$ cat src/rtl/split_cpl_queue.sv
module split_cpl_queue #(
  parameter int AW    = 32,
  parameter int DW    = 32,
  parameter int IDW   = 8,
  parameter int BCW   = 8,
  parameter int KW    = 2,
  parameter int DEPTH = 4,
  localparam int TW   = (DEPTH > 1) ? $clog2(DEPTH) : 1,
  localparam int CW   = $clog2(DEPTH + 1)
) (
  input  logic           clk,
  input  logic           rst_n,
  input  logic           req_valid,
  input  logic [AW-1:0]  req_addr,
  input  logic [KW-1:0]  req_kind,
  input  logic [BCW-1:0] req_bytes,
  input  logic [IDW-1:0] req_id,
  output logic           rsp_split,
  output logic           rsp_retry,
  output logic [TW-1:0]  rsp_tag,
  input  logic           bk_ready,
  input  logic [TW-1:0]  bk_tag,
  output logic [TW-1:0]  bk_rd_tag,
  output logic [BCW-1:0] bk_rd_idx,
  input  logic [DW-1:0]  bk_rdata,
  output logic           bus_req,
  input  logic           bus_gnt,
  output logic           cpl_valid,
  output logic           cpl_last,
  output logic [IDW-1:0] cpl_id,
  output logic [AW-1:0]  cpl_addr,
  output logic [KW-1:0]  cpl_kind,
  output logic [BCW-1:0] cpl_bytes,
  output logic [DW-1:0]  cpl_data
);

  logic [DEPTH-1:0] vld, rdy;
  logic [AW-1:0]    e_addr  [DEPTH];
  logic [KW-1:0]    e_kind  [DEPTH];
  logic [BCW-1:0]   e_bytes [DEPTH];
  logic [IDW-1:0]   e_id    [DEPTH];

  logic [TW-1:0] rq [DEPTH];
  logic [TW-1:0] rq_wp, rq_rp;
  logic [CW-1:0] rq_cnt;

  logic          busy;
  logic [TW-1:0] cur;
  logic [BCW-1:0] beat;
  logic [TW-1:0] free_tag;

  function automatic logic [TW-1:0] nxt(input logic [TW-1:0] p);
    return (p == TW'(DEPTH - 1)) ? '0 : p + 1'b1;
  endfunction

  always_comb begin
    free_tag = '0;
    for (int i = DEPTH - 1; i >= 0; i--)
      if (!vld[i]) free_tag = TW'(i);
  end

  wire full  = &vld;
  wire push  = bk_ready && vld[bk_tag] && !rdy[bk_tag];
  wire start = bus_req && bus_gnt;

  wire [BCW:0] sum   = {1'b0, e_bytes[cur]} + (BCW+1)'(3);
  wire [BCW:0] words = (e_bytes[cur] == '0) ? (BCW+1)'(1) : (sum >> 2);
  wire         lastw = ({1'b0, beat} == words - 1'b1);

  assign rsp_split = req_valid && !full;
  assign rsp_retry = req_valid && full;
  assign rsp_tag   = free_tag;
  assign bus_req   = !busy && (rq_cnt != '0);

  assign cpl_valid = busy;
  assign cpl_last  = busy && lastw;
  assign cpl_id    = e_id[cur];
  assign cpl_addr  = e_addr[cur];
  assign cpl_kind  = e_kind[cur];
  assign cpl_bytes = e_bytes[cur];
  assign cpl_data  = bk_rdata;
  assign bk_rd_tag = cur;
  assign bk_rd_idx = beat;

  always_ff @(posedge clk) begin
    if (rsp_split) begin
      e_addr[free_tag]  <= req_addr;
      e_kind[free_tag]  <= req_kind;
      e_bytes[free_tag] <= req_bytes;
      e_id[free_tag]    <= req_id;
    end
    if (push) rq[rq_wp] <= bk_tag;
  end

  always_ff @(posedge clk) begin
    if (!rst_n) begin
      vld    <= '0;
      rdy    <= '0;
      rq_wp  <= '0;
      rq_rp  <= '0;
      rq_cnt <= '0;
      busy   <= 1'b0;
      cur    <= '0;
      beat   <= '0;
    end else begin
      if (rsp_split) vld[free_tag] <= 1'b1;
      if (push) begin
        rdy[bk_tag] <= 1'b1;
        rq_wp       <= nxt(rq_wp);
      end
      if (start) begin
        busy  <= 1'b1;
        cur   <= rq[rq_rp];
        beat  <= '0;
        rq_rp <= nxt(rq_rp);
      end
      case ({push, start})
        2'b10:   rq_cnt <= rq_cnt + 1'b1;
        2'b01:   rq_cnt <= rq_cnt - 1'b1;
        default: rq_cnt <= rq_cnt;
      endcase
      if (busy) begin
        beat <= beat + 1'b1;
        if (lastw) begin
          busy     <= 1'b0;
          vld[cur] <= 1'b0;
          rdy[cur] <= 1'b0;
        end
      end
    end
  end

endmodule

$ cat config.mk
export PLATFORM = sky130hd
export DESIGN_NAME = split_cpl_queue
export DESIGN_NICKNAME = d
export VERILOG_FILES = /design/src/rtl/split_cpl_queue.sv
export SDC_FILE = /design/constraint.sdc
export NUM_CORES = 1
export LEC_CHECK = 0
export ABC_AREA = 1
export BUFFER_PORTS_ARGS = -buffer_cell sky130_fd_sc_hd__buf_2
export CORE_ASPECT_RATIO = 1.1
export CORE_MARGIN = 4
export CORE_UTILIZATION = 44
export CTS_CLUSTER_DIAMETER = 120
export CTS_CLUSTER_SIZE = 14
export DETAILED_ROUTE_END_ITERATION = 16
export GPL_TIMING_DRIVEN = 0
export PLACE_DENSITY = 0.63
export SYNTH_ARGS = -nofsm -noshare
export SYNTH_HDL_FRONTEND = slang
export SYNTH_SLANG_ARGS = --single-unit
$ cat constraint.sdc
create_clock -name clk -period 12 [get_ports clk]
set_input_delay 1.8 -clock clk [delete_from_list [all_inputs] [get_ports clk]]
set_output_delay 1.8 -clock clk [all_outputs]
set_load 0.05 [all_outputs]
# Yosys cells after proc, flatten, opt, wreduce, memory -nomap -nowiden

Memories as Yosys holds them, arrays and structs flattened. A register that Yosys moved wholly into a read port is not among the register bits.
Cells that the tools add are included.

Register bits after elaboration: 24
Memory bits (writable): 208
Input bits: 89
Output and inout bits: 99
Memories: 5

Memories:

| memory  | words | bits a word | read ports | clocked after Yosys merged registers in | wr ports | line | RTL |
|---|---|---|---|---|---|---|---|
| e_addr  | 4     | 32          | 1          | 0                                       | 1        | 38   | `logic [AW-1:0] e_addr [DEPTH];` |
| e_bytes | 4     | 8           | 1          | 0                                       | 1        | 40   | `logic [BCW-1:0] e_bytes [DEPTH];` |
| e_id    | 4     | 8           | 1          | 0                                       | 1        | 41   | `logic [IDW-1:0] e_id [DEPTH];` |
| e_kind  | 4     | 2           | 1          | 0                                       | 1        | 39   | `logic [KW-1:0] e_kind [DEPTH];` |
| rq      | 4     | 2           | 1          | 1                                       | 1        | 43   | `logic [TW-1:0] rq [DEPTH];` |

Add/subtract/negate cells: 7
Order comparisons: 6
Equality and inequality tests: 5
Mux-type cells: 35
Bitwise gates (word level): 5
Reductions and logical operators: 19

Operator list:

| kind                                                              | number |
|---|---|
| two-way mux 4 bit                                                 | 8 |
| two-way mux 8 bit                                                 | 2 |
| two-way mux 1 bit                                                 | 12 |
| two-way mux 2 bit                                                 | 6 |
| logical AND 1 bit                                                 | 10 |
| adder 8 x 2 -> 9 bit, second input constant                       | 1 |
| == test 8 x 9 -> 1 bit                                            | 1 |
| less-than comparator 2 x 3 -> 1 bit, second input constant        | 3 |
| adder 8 x 1 -> 8 bit, second input constant                       | 1 |
| AND 4 bit                                                         | 2 |
| zero test 8 bit                                                   | 1 |
| bitwise OR 4 bit                                                  | 2 |
| subtractor 7 x 1 -> 8 bit, second input constant                  | 1 |
| two-way mux 7 bit                                                 | 1 |
| demux 1 bit (select 2 bit)                                        | 3 |
| == test 2 bit, second input constant                              | 3 |
| greater-or-equal comparator 2 x 1 -> 1 bit, second input constant | 3 |
| one-hot mux 3 bit (2 select lines)                                | 1 |
| adder 2 x 1 -> 2 bit, second input constant                       | 2 |
| binary-select mux 1 bit (select 2 bit)                            | 2 |
| zero test 1 bit                                                   | 4 |
| NOT 4 bit                                                         | 1 |
| AND reduction 4 bit                                               | 1 |
| nonzero test 2 bit                                                | 2 |
| 4 further kinds                                                   | 4 |

# Depth between registers and ports, before layout

Gate-level depths: netlist (run 1).

Depth in word-level cells: 14
Gate-level depth with buffers: 23
Mapped depth without buffers: 22

# Worst setup path after synthesis (run 1)

Ideal clock, no wire load.

Kind: input to register
Start point: in req_valid
End point: mem e_addr[3][0], enable pin
Setup time: 522 ps
Arrival time: 5365 ps
Slack: 6113 ps
Cell stages on the path: 2
Buffers on the path: 0
Path through: inv_1 nor3_1

Longest elaborated chain between the ends: 3

Ends and longest elaborated chain:

| what                                    | line | RTL |
|---|---|---|
| start: declaration                      | 13   | `input logic req_valid,` |
| logical AND 1 bit                       | 70   | `assign rsp_split = req_valid && !full;` |
| two-way mux 1 bit                       | 86   | `if (rsp_split) begin` |
| two-way mux 1 bit (not written as such) | 87   | `e_addr[free_tag] <= req_addr;` |
| end: declaration                        | 38   |  |

Every way passes these cells.

# Worst setup path after layout (run 1)

Start point: reg cur[1] (netlist: bk_rd_tag[1]), read port of rq
End point: out cpl_last

Longest elaborated chain between the ends: 6

Ends and longest elaborated chain:

| what                                                    | line   | RTL |
|---|---|---|
| start: declaration                                      | 48     | `logic [TW-1:0] cur;` |
| memory read (4 x 8 bit) (*)                             | n/a    |  |
| adder 8 x 2 -> 9 bit or zero test 8 bit (tied branches) | 66, 67 |  |
| two-way mux 7 bit (*)                                   | 67     | `wire [BCW:0] words = (e_bytes[cur] == '0) ? (BCW+1)'(1) : (sum >> 2);` |
| subtractor 7 x 1 -> 8 bit (*)                           | 68     | `wire lastw = ({1'b0, beat} == words - 1'b1);` |
| == test 8 x 9 -> 1 bit (*)                              | 68     |  |
| logical AND 1 bit (*)                                   | 76     | `assign cpl_last = busy && lastw;` |
| end: declaration                                        | 29     | `output logic cpl_last,` |

Mark *: on every way between the ends. The rest lies on a longest branch, timed or not.

==> impl_metrics.env, run 1 <==
export IMPL_status="complete, no violations"
export IMPL_ir_worst_vdd_mv=0.1192
export IMPL_post_cts_buffers=0
export IMPL_final_common_cell="edfxtp_1"
export IMPL_rows=57
export IMPL_rr_endpoint="vld[1]"
export IMPL_worst_slack_ns=6.586
export IMPL_grt_overflow=0
export IMPL_fmax_mhz=184.7
export IMPL_p_sw_uw=663.4
export IMPL_ys_warn_count=0
export IMPL_leakage_uw=0.004571
export IMPL_min_from="rq_cnt[2]"
export IMPL_postCtsHoldBufs=0
export IMPL_reg2reg_setup_slack_ns=8.92
export IMPL_worst_setup_path_start_kind="register"
export IMPL_grt_max_degree=29
export IMPL_vias_per_cell=4.981
export IMPL_critPathCaptureType="output pin"
export IMPL_rsz0062_at_grt="no"
export IMPL_layout_drive_gt1_share=0.3040
export IMPL_power_uw=2065
export IMPL_clkSinkCount=234
export IMPL_die_w_um=151.3
export IMPL_final_cells=1295
export IMPL_clockRootBuffer="clkbuf_16"
export IMPL_min_period_over_period=0.4512
export IMPL_hold_depth=2
export IMPL_dp_cells=1259
export IMPL_first_global_vias=6193
export IMPL_antenna_found_initial=3
export IMPL_avgRoutedWirePerCell_um=16.36
export IMPL_setup_tns_final_ns=0
export IMPL_seq_power_share=0.448
export IMPL_layout_common_cells="edfxtp_1 (208), buf_2 (155), nand2_1 (153), a22oi_1 (72), nand3_1 (49)"
export IMPL_vias=6450
export IMPL_crit_arrival_ns=3.61
export IMPL_synth_distinct_cells=42
export IMPL_worstPathRequired_ns=10.20
export IMPL_avgSynthCellArea_um2=12.55
export IMPL_ys_flop_type="edfxtp_1"
export IMPL_met3_length_mm=1.828
export IMPL_syn_area_mm2=0.009942
export IMPL_pin_count=188
export IMPL_post_cts_resize_count=0
export IMPL_r2r_start="bk_rd_tag[1]"
export IMPL_cts_made_buffers=20
export IMPL_syn_instance_count=792
export IMPL_pwr_share_clk=0.297
export IMPL_syn_num_nets=890
export IMPL_ant_nets=0
export IMPL_reg2reg_depth=21
export IMPL_first_pass_iters=5
export IMPL_cts_tree="built"
export IMPL_h_tree_depth=1
export IMPL_path_clk_slew_ns=0.06
export IMPL_cap_violations=0
export IMPL_drcViolationCount=0
export IMPL_slew_headroom=0.3696
export IMPL_ys_ff_latch=234
export IMPL_power_internal_uw=1402
export IMPL_fp_dieH_um=165.7
export IMPL_die_area_mm2=0.02507
export IMPL_core_mm2=0.02218
export IMPL_m1WireLength_mm=8.502
export IMPL_hold_end="rq_cnt[2]"
export IMPL_clk_latency_ns=0.49
export IMPL_seq_area_frac_synth=0.6806
export IMPL_drv_slew=0
export IMPL_post_route_util=0.5375
export IMPL_setup_viol=0
export IMPL_tightest_slew_ns=0.9405
export IMPL_clock_path_buffers=3
export IMPL_finalClockSkew_ns=0.009549
export IMPL_antenna_cells=0
export IMPL_drtIter0Drc=417
export IMPL_wl_mm=21.19
export IMPL_pre_cts_slack_ns=7.078
export IMPL_final_nets=1084
export IMPL_async_flop_share=0
export IMPL_crit_fanout=10
export IMPL_met2WireLength_mm=10.34
export IMPL_area_growth_pct=19.91
export IMPL_start_util=0.4482
export IMPL_p_per_area_mw_per_mm2=173.2
export IMPL_grt_pass1_wl_mm=32.71
export IMPL_final_hold_viol_count=0
export IMPL_power_frac_comb=0.254
export IMPL_hpwlAfterDp_mm=14.79
export IMPL_synth_edff_count=208
export IMPL_min_path_type="register to register"
export IMPL_portBuffers=155
export IMPL_dr_max_layer_used="met5"
export IMPL_layout_min_cycle_time_ns=5.414
export IMPL_netSwitchingFraction=0.3212
export IMPL_crit_type="register to output pin"
export IMPL_grt_usage=0.1641
export IMPL_gp_congestion=0.8149
[how the worst max path moves through the flow]
stage	startpoint	to	depth (start not counted)
floorplan	req_valid	e_addr[3][0]	2
finish	bk_rd_tag[1]	cpl_last	21
CTS	bk_rd_tag[1]	cpl_last	21
detailed placement	bk_rd_tag[1]	cpl_last	21
global route	bk_rd_tag[1]	cpl_last	21
global placement	req_valid	e_addr[3][25]	3
[layout make-up]
cell class                 count  area, um^2
clock inverter                 1       30.03
timing repair buffer         172       979.7
sequential                   234        6766
inverter                      49       196.4
tap                          295       369.1
multi-input combinational    449        2566
clock buffer                  35       578.1
buffer                        60       435.4
fill                        1915       10260
[flip-flops by register name, summed over array words and instances (netlist names)]
register and cells:
bk_rd_tag 2, bk_rd_idx 8, e_addr 128, rdy 4, e_kind 8, cpl_valid 1
rq 8, e_id 32, vld 4, e_bytes 32, rq_wp 2, rq_rp 2
rq_cnt 3
[Yosys cell counts, types with 3 or more instances]
master	n	share of area
nand4_1	5	0.0031
nor2_2	4	0.0025
nor3_1	6	0.0030
buf_1	3	0.0011
ha_1	8	0.010
buf_4	33	0.025
buf_6	5	0.0057
nand2_2	23	0.014
nand2_4	4	0.0045
a21oi_1	20	0.010
nand3_4	3	0.0053
nand2_1	153	0.058
nand3_2	10	0.010
nor2_1	44	0.017
edfxtp_1	208	0.63
clkbuf_1	15	0.0057
o21ai_0	19	0.0096
inv_1	42	0.016
inv_2	3	0.0011
nor2_4	11	0.012
nand3_1	49	0.025
a22oi_1	72	0.054
a211oi_1	3	0.0023
dfxtp_1	26	0.052
[metal layers]
layer / track usage / vias to the layer above
met2: 0.2831 / 202
met1: 0.2032 / 3016
met5: 0 / -
li1: - / 3191
met3: 0.04617 / 35
met4: 0.03943 / 6
[worst max-delay path, cell delays in order (launching register included)]
cell and delay, ns:
dfxtp_1 0.47, buf_6 0.21, inv_6 0.07, buf_6 0.15, nand3_2 0.06, nand2_2 0.05, nor2_2 0.19, nand2_1 0.07
nor2_1 0.09, nand2_1 0.09, nand2_2 0.15, inv_1 0.06, ha_1 0.29, xnor2_1 0.12, nor2_1 0.09, nand3_1 0.09
nor2_2 0.17, nand3_4 0.09, nor2_4 0.17, nand2_2 0.09, nor2_1 0.09, buf_2 0.27
[per-stage QoR]
stage | hold WS [ns] | cell area [um^2]
after global placement | 0.4627 | 11090
after detailed placement | 0.4723 | 11310
after CTS | 0.4838 | 11920
final | 0.4790 | 11920
after floorplan | 0.4435 | 9942
after global routing | 0.5116 | 11920
[power by group through the flow]
stage | Combinational, uW | Clock (uW) | Sequential, uW
after floorplan | 392 | 0 | 950
after global placement | 522 | 0 | 947
after detailed placement | 530 | 0 | 944
after CTS | 532 | 631 | 926
after global routing | 566 | 671 | 928
final | 525 | 614 | 926
[cell families (layout without fill, tap and decap cells)]
logic type | after synthesis | after routing | share of synthesized area
compound gates | 124 | 124 | 0.08369
xor+xnor | 1 | 1 | 0.0008811
fa+ha+maj | 9 | 9 | 0.01208
buf+inv | 109 | 317 | 0.06355
flops | 234 | 234 | 0.6806
simple gates | 315 | 315 | 0.1592
(Power assumes the default switching activity.)
==> run 2, diff against run 1 <==
PLACE_DENSITY = 0.65   (was 0.63)
clock period = 4.9 ns   (was 12 ns; I/O delays follow)
==> impl_metrics.env, run 2 (synthesized netlist as in run 1, its figures left out) <==
export IMPL_status="complete, no violations"
export IMPL_antenna_found_initial=4
export IMPL_vias=6465
export IMPL_pre_cts_slack_ns=1.042
export IMPL_drtIter0Drc=403
export IMPL_grt_usage=0.1644
export IMPL_setup_viol=0
export IMPL_drv_slew=0
export IMPL_post_route_util=0.5375
export IMPL_worstPathRequired_ns=4.16
export IMPL_grt_overflow=0
export IMPL_final_nets=1085
export IMPL_slew_headroom=0.3916
export IMPL_crit_type="register to output pin"
export IMPL_rows=57
export IMPL_core_mm2=0.02218
export IMPL_largest_reg_flops=128
export IMPL_setup_tns_final_ns=0
export IMPL_ant_nets=0
export IMPL_grt_pass1_wl_mm=32.91
export IMPL_post_cts_resize_count=0
export IMPL_drcViolationCount=0
export IMPL_worst_slack_ns=0.5649
export IMPL_p_per_area_mw_per_mm2=421.8
export IMPL_hpwlAfterDp_mm=15.12
export IMPL_min_path_type="primary input to register"
export IMPL_gp_congestion=0.8027
export IMPL_holdWs_ns=0.4581
export IMPL_post_cts_buffers=0
export IMPL_layout_min_cycle_time_ns=4.335
export IMPL_cts_tree="built"
export IMPL_tightest_slew_ns=0.9077
export IMPL_fp_dieH_um=165.7
export IMPL_vias_per_cell=5.008
export IMPL_pin_count=188
export IMPL_clk_latency_ns=0.49
export IMPL_cts_made_buffers=20
export IMPL_avgRoutedWirePerCell_um=16.50
export IMPL_portBuffers=155
export IMPL_rsz0062_at_grt="no"
export IMPL_first_global_vias=6354
export IMPL_path_clk_slew_ns=0.06
export IMPL_leakage_uw=0.004574
export IMPL_ir_worst_vdd_mv=0.3343
export IMPL_clkSinkCount=234
export IMPL_layout_common_cells="edfxtp_1 (208), buf_2 (155), nand2_1 (153), a22oi_1 (72), nand3_1 (49)"
export IMPL_clock_path_buffers=3
export IMPL_critPathCaptureType="output pin"
export IMPL_layout_drive_gt1_share=0.3065
export IMPL_reg_top3="e_addr (128), e_bytes (32), e_id (32)"
export IMPL_finalClockSkew_ns=0.01677
export IMPL_h_tree_depth=1
export IMPL_final_common_cell="edfxtp_1"
export IMPL_area_growth_pct=19.91
export IMPL_fmax_mhz=230.7
export IMPL_worst_setup_path_start_kind="register"
export IMPL_fillers=1907
export IMPL_start_util=0.4482
export IMPL_clockRootBuffer="clkbuf_16"
export IMPL_final_hold_viol_count=0
export IMPL_die_area_mm2=0.02507
export IMPL_die_w_um=151.3
export IMPL_postCtsHoldBufs=0
export IMPL_crit_arrival_ns=3.60
export IMPL_grt_max_degree=22
export IMPL_min_period_over_period=0.8847
export IMPL_first_pass_iters=5
export IMPL_crit_fanout=10
export IMPL_max_flop_register="e_addr"
export IMPL_cap_violations=0
export IMPL_reg2reg_setup_slack_ns=1.88
export IMPL_wl_mm=21.31
==> run 2: cell types whose count changed in the layout (fill, tap and decap cells not counted), sizes merged <==
cell | before | now
clkbuf | 51 | 45
buf | 216 | 217
diode | 0 | 1
==> run 2: path summary, 6_finish.rpt <==
path	startpoint	end	cells past startpoint
worst max-delay path	bk_rd_tag[1]	cpl_last	21
worst max register to register	bk_rd_tag[1]	vld[1]	21
worst min-delay path	req_addr[9]	e_addr[0][9]	1
worst min register to register	rq_cnt[2]	rq_cnt[2]	2
==> run 2: metrics by stage <==
step | cells | instance area [um^2] | total power, uW
5_1_grt | 1290 | 11920 | 5263
4_1_cts | 1290 | 11920 | 5085
3_5_place_dp | 1260 | 11330 | 3612
3_3_place_gp | 1242 | 11090 | 3593
6_report | 1291 | 11920 | 5029
2_1_floorplan | 792 | 9942 | 3287
==> run 2: layer usage <==
layer,global-route usage,share of wire,up-vias
met3,0.04208,0.078,34
met1,0.2030,0.41,3038
met4,0.03509,0.016,8
met2,0.2893,0.49,194
met5,0,0.0028,-
li1,-,-,3191
==> run 2: report_power, final <==
group	total (uW)	internal [uW]	switching [uW]	leakage (uW)
Sequential	2270	2240	26.1	0.00212
Combinational	1290	343	950	0.00217
Clock	1470	832	635	0.000282
==> run 2: cell type report <==
type                       count  area (um^2)  share of cell area
buffer                        60        435.4             0.03652
timing repair buffer         173        999.7             0.08386
inverter                      49        196.4             0.01648
clock buffer                  29        555.5             0.04660
sequential                   234         6766              0.5676
tap                          295        369.1             0.03096
antenna                        1        2.502           0.0002099
clock inverter                 1        30.03            0.002519
multi-input combinational    449         2566              0.2153
==> run 2: worst max-delay path, cell delays in order, from the launching register on <==
cell	delay, ns
dfxtp_1	0.46
buf_6	0.21
inv_6	0.07
buf_6	0.15
nand3_2	0.06
nand2_2	0.05
nor2_2	0.18
nand2_1	0.07
nor2_1	0.08
nand2_1	0.10
nand2_2	0.14
inv_1	0.06
ha_1	0.28
xnor2_1	0.12
nor2_1	0.09
nand3_1	0.09
nor2_2	0.17
nand3_4	0.09
nor2_4	0.16
nand2_2	0.09
nor2_1	0.10
buf_2	0.27
==> run 3, diff against run 2 <==
MAX_ROUTING_LAYER = met4   (was not set)
==> impl_metrics.env, run 3 (synthesized netlist as in run 1, its figures left out) <==
export IMPL_avgRoutedWirePerCell_um=16.39
export IMPL_cts_made_buffers=20
export IMPL_die_w_um=151.3
export IMPL_setup_viol=0
export IMPL_netSwitchingFraction=0.3205
export IMPL_final_nets=1085
export IMPL_grt_usage=0.1691
export IMPL_post_cts_buffers=0
export IMPL_fin_area_mm2=0.01193
export IMPL_h_tree_depth=1
export IMPL_critPathTopFamily="simple AND/OR/NAND/NOR gates"
export IMPL_portBuffers=155
export IMPL_final_common_cell="edfxtp_1"
export IMPL_pre_cts_slack_ns=1.042
export IMPL_reg_top3="e_addr (128), e_bytes (32), e_id (32)"
export IMPL_layout_common_cells="edfxtp_1 (208), buf_2 (155), nand2_1 (153), a22oi_1 (72), nand3_1 (49)"
export IMPL_drcViolationCount=0
export IMPL_cts_tree="built"
export IMPL_crit_fanout=10
export IMPL_rows=57
export IMPL_gp_congestion=0.8143
export IMPL_clockRootBuffer="clkbuf_16"
export IMPL_drv_slew=0
export IMPL_pin_count=188
export IMPL_pwr_share_clk=0.292
export IMPL_dp_cells=1260
export IMPL_antenna_found_initial=4
export IMPL_post_dp_cell_area_mm2=0.01133
export IMPL_first_global_vias=6364
export IMPL_post_cts_resize_count=0
export IMPL_post_route_util=0.5379
export IMPL_core_mm2=0.02218
export IMPL_clk_latency_ns=0.49
export IMPL_die_area_mm2=0.02507
export IMPL_p_sw_uw=1612
export IMPL_path_cells="buf_6, inv_6, buf_6, nand3_2, nand2_2, nor2_2, nand2_1, nor2_1, nand2_1, nand2_2, inv_1, ha_1, xnor2_1, nor2_1, nand3_1, nor2_2, nand3_4, nor2_4, nand2_2, nor2_1, buf_2"
export IMPL_crit_arrival_ns=3.60
export IMPL_power_uw=5029
export IMPL_area_growth_pct=20.01
export IMPL_final_cells=1295
export IMPL_fmax_mhz=230.7
export IMPL_power_internal_uw=3417
export IMPL_status="complete, no violations"
export IMPL_grt_overflow=0
export IMPL_crit_type="register to output pin"
export IMPL_seq_power_share=0.451
export IMPL_drtIter0Drc=407
export IMPL_tightest_slew_ns=0.8914
export IMPL_min_path_type="primary input to register"
export IMPL_clock_path_buffers=3
export IMPL_worst_slack_ns=0.5662
export IMPL_finalClockSkew_ns=0.01547
export IMPL_p_per_area_mw_per_mm2=421.5
export IMPL_fp_dieH_um=165.7
export IMPL_vias_per_cell=4.988
export IMPL_hpwlAfterDp_mm=15.12
export IMPL_critPathSlowestCell="dfxtp_1"
export IMPL_path_buf_inv=5
export IMPL_vias=6459
export IMPL_path_clk_slew_ns=0.06
export IMPL_wl_mm=21.23
export IMPL_layout_drive_gt1_share=0.3065
export IMPL_rsz0062_at_grt="no"
export IMPL_final_hold_viol_count=0
export IMPL_ir_worst_vdd_mv=0.3320
export IMPL_max_stage_delay_ns=0.47
export IMPL_grt_max_degree=22
export IMPL_critPathCaptureType="output pin"
export IMPL_largest_reg_flops=128
export IMPL_worstPathRequired_ns=4.16
export IMPL_leakage_uw=0.004574
export IMPL_layout_min_cycle_time_ns=4.334
export IMPL_first_pass_iters=4
export IMPL_start_util=0.4482
export IMPL_postCtsHoldBufs=0
export IMPL_clkSinkCount=234
export IMPL_min_period_over_period=0.8845
export IMPL_slew_headroom=0.4025
export IMPL_cap_violations=0
export IMPL_worst_setup_path_start_kind="register"
export IMPL_power_frac_comb=0.257
export IMPL_ant_nets=0
export IMPL_grt_pass1_wl_mm=32.90
export IMPL_max_flop_register="e_addr"
[run 3: changes by cell type in the layout (fill, tap and decap cells not counted)]
cell,previous run,this run
diode_2,1,5
[run 3: through the flow]
step / setup TNS, ns / hold slack, ns
floorplan: -48.36 / 0.4435
global placement: -419.38 / 0.4667
detailed placement: 0 / 0.4741
CTS: 0 / 0.4436
global route: 0 / 0.4427
finish: 0 / 0.4604
[run 3: layer usage]
layer  vias up  GRT usage  wire length (um)
li1       3198          -                 -
met1      3023     0.2046              8638
met2       211     0.2895             10500
met3        27    0.03880              1768
met4         0    0.03509               320
met5         -          -                 0
[run 3: final cells by class]
cell class	instances	area, um^2
Clock buffer	29	555.5
Clock inverter	1	30.03
Sequential cell	234	6766
Multi-Input combinational cell	449	2566
Fill cell	1904	10250
Antenna cell	5	12.51
Buffer	60	435.4
Inverter	49	196.4
Timing Repair Buffer	173	999.7
Tap cell	295	369.1
[run 3: final timing paths]
kind / slack (ns) / cells after the start / start / endpoint
max: 0.57 / 21 / bk_rd_tag[1] / cpl_last
min: 0.46 / 1 / req_addr[9] / e_addr[3][9]
max reg2reg: 1.87 / 21 / bk_rd_tag[1] / vld[1]
min reg2reg: 0.48 / 2 / rq_cnt[2] / rq_cnt[2]
[run 3: power groups by stage]
stage | registers (uW) | logic, uW | clock network [uW]
4_1_cts | 2270 | 1310 | 1510
6_report | 2270 | 1290 | 1470
3_5_place_dp | 2310 | 1300 | 0
5_1_grt | 2270 | 1390 | 1600
2_1_floorplan | 2330 | 959 | 0
3_3_place_gp | 2320 | 1270 | 0
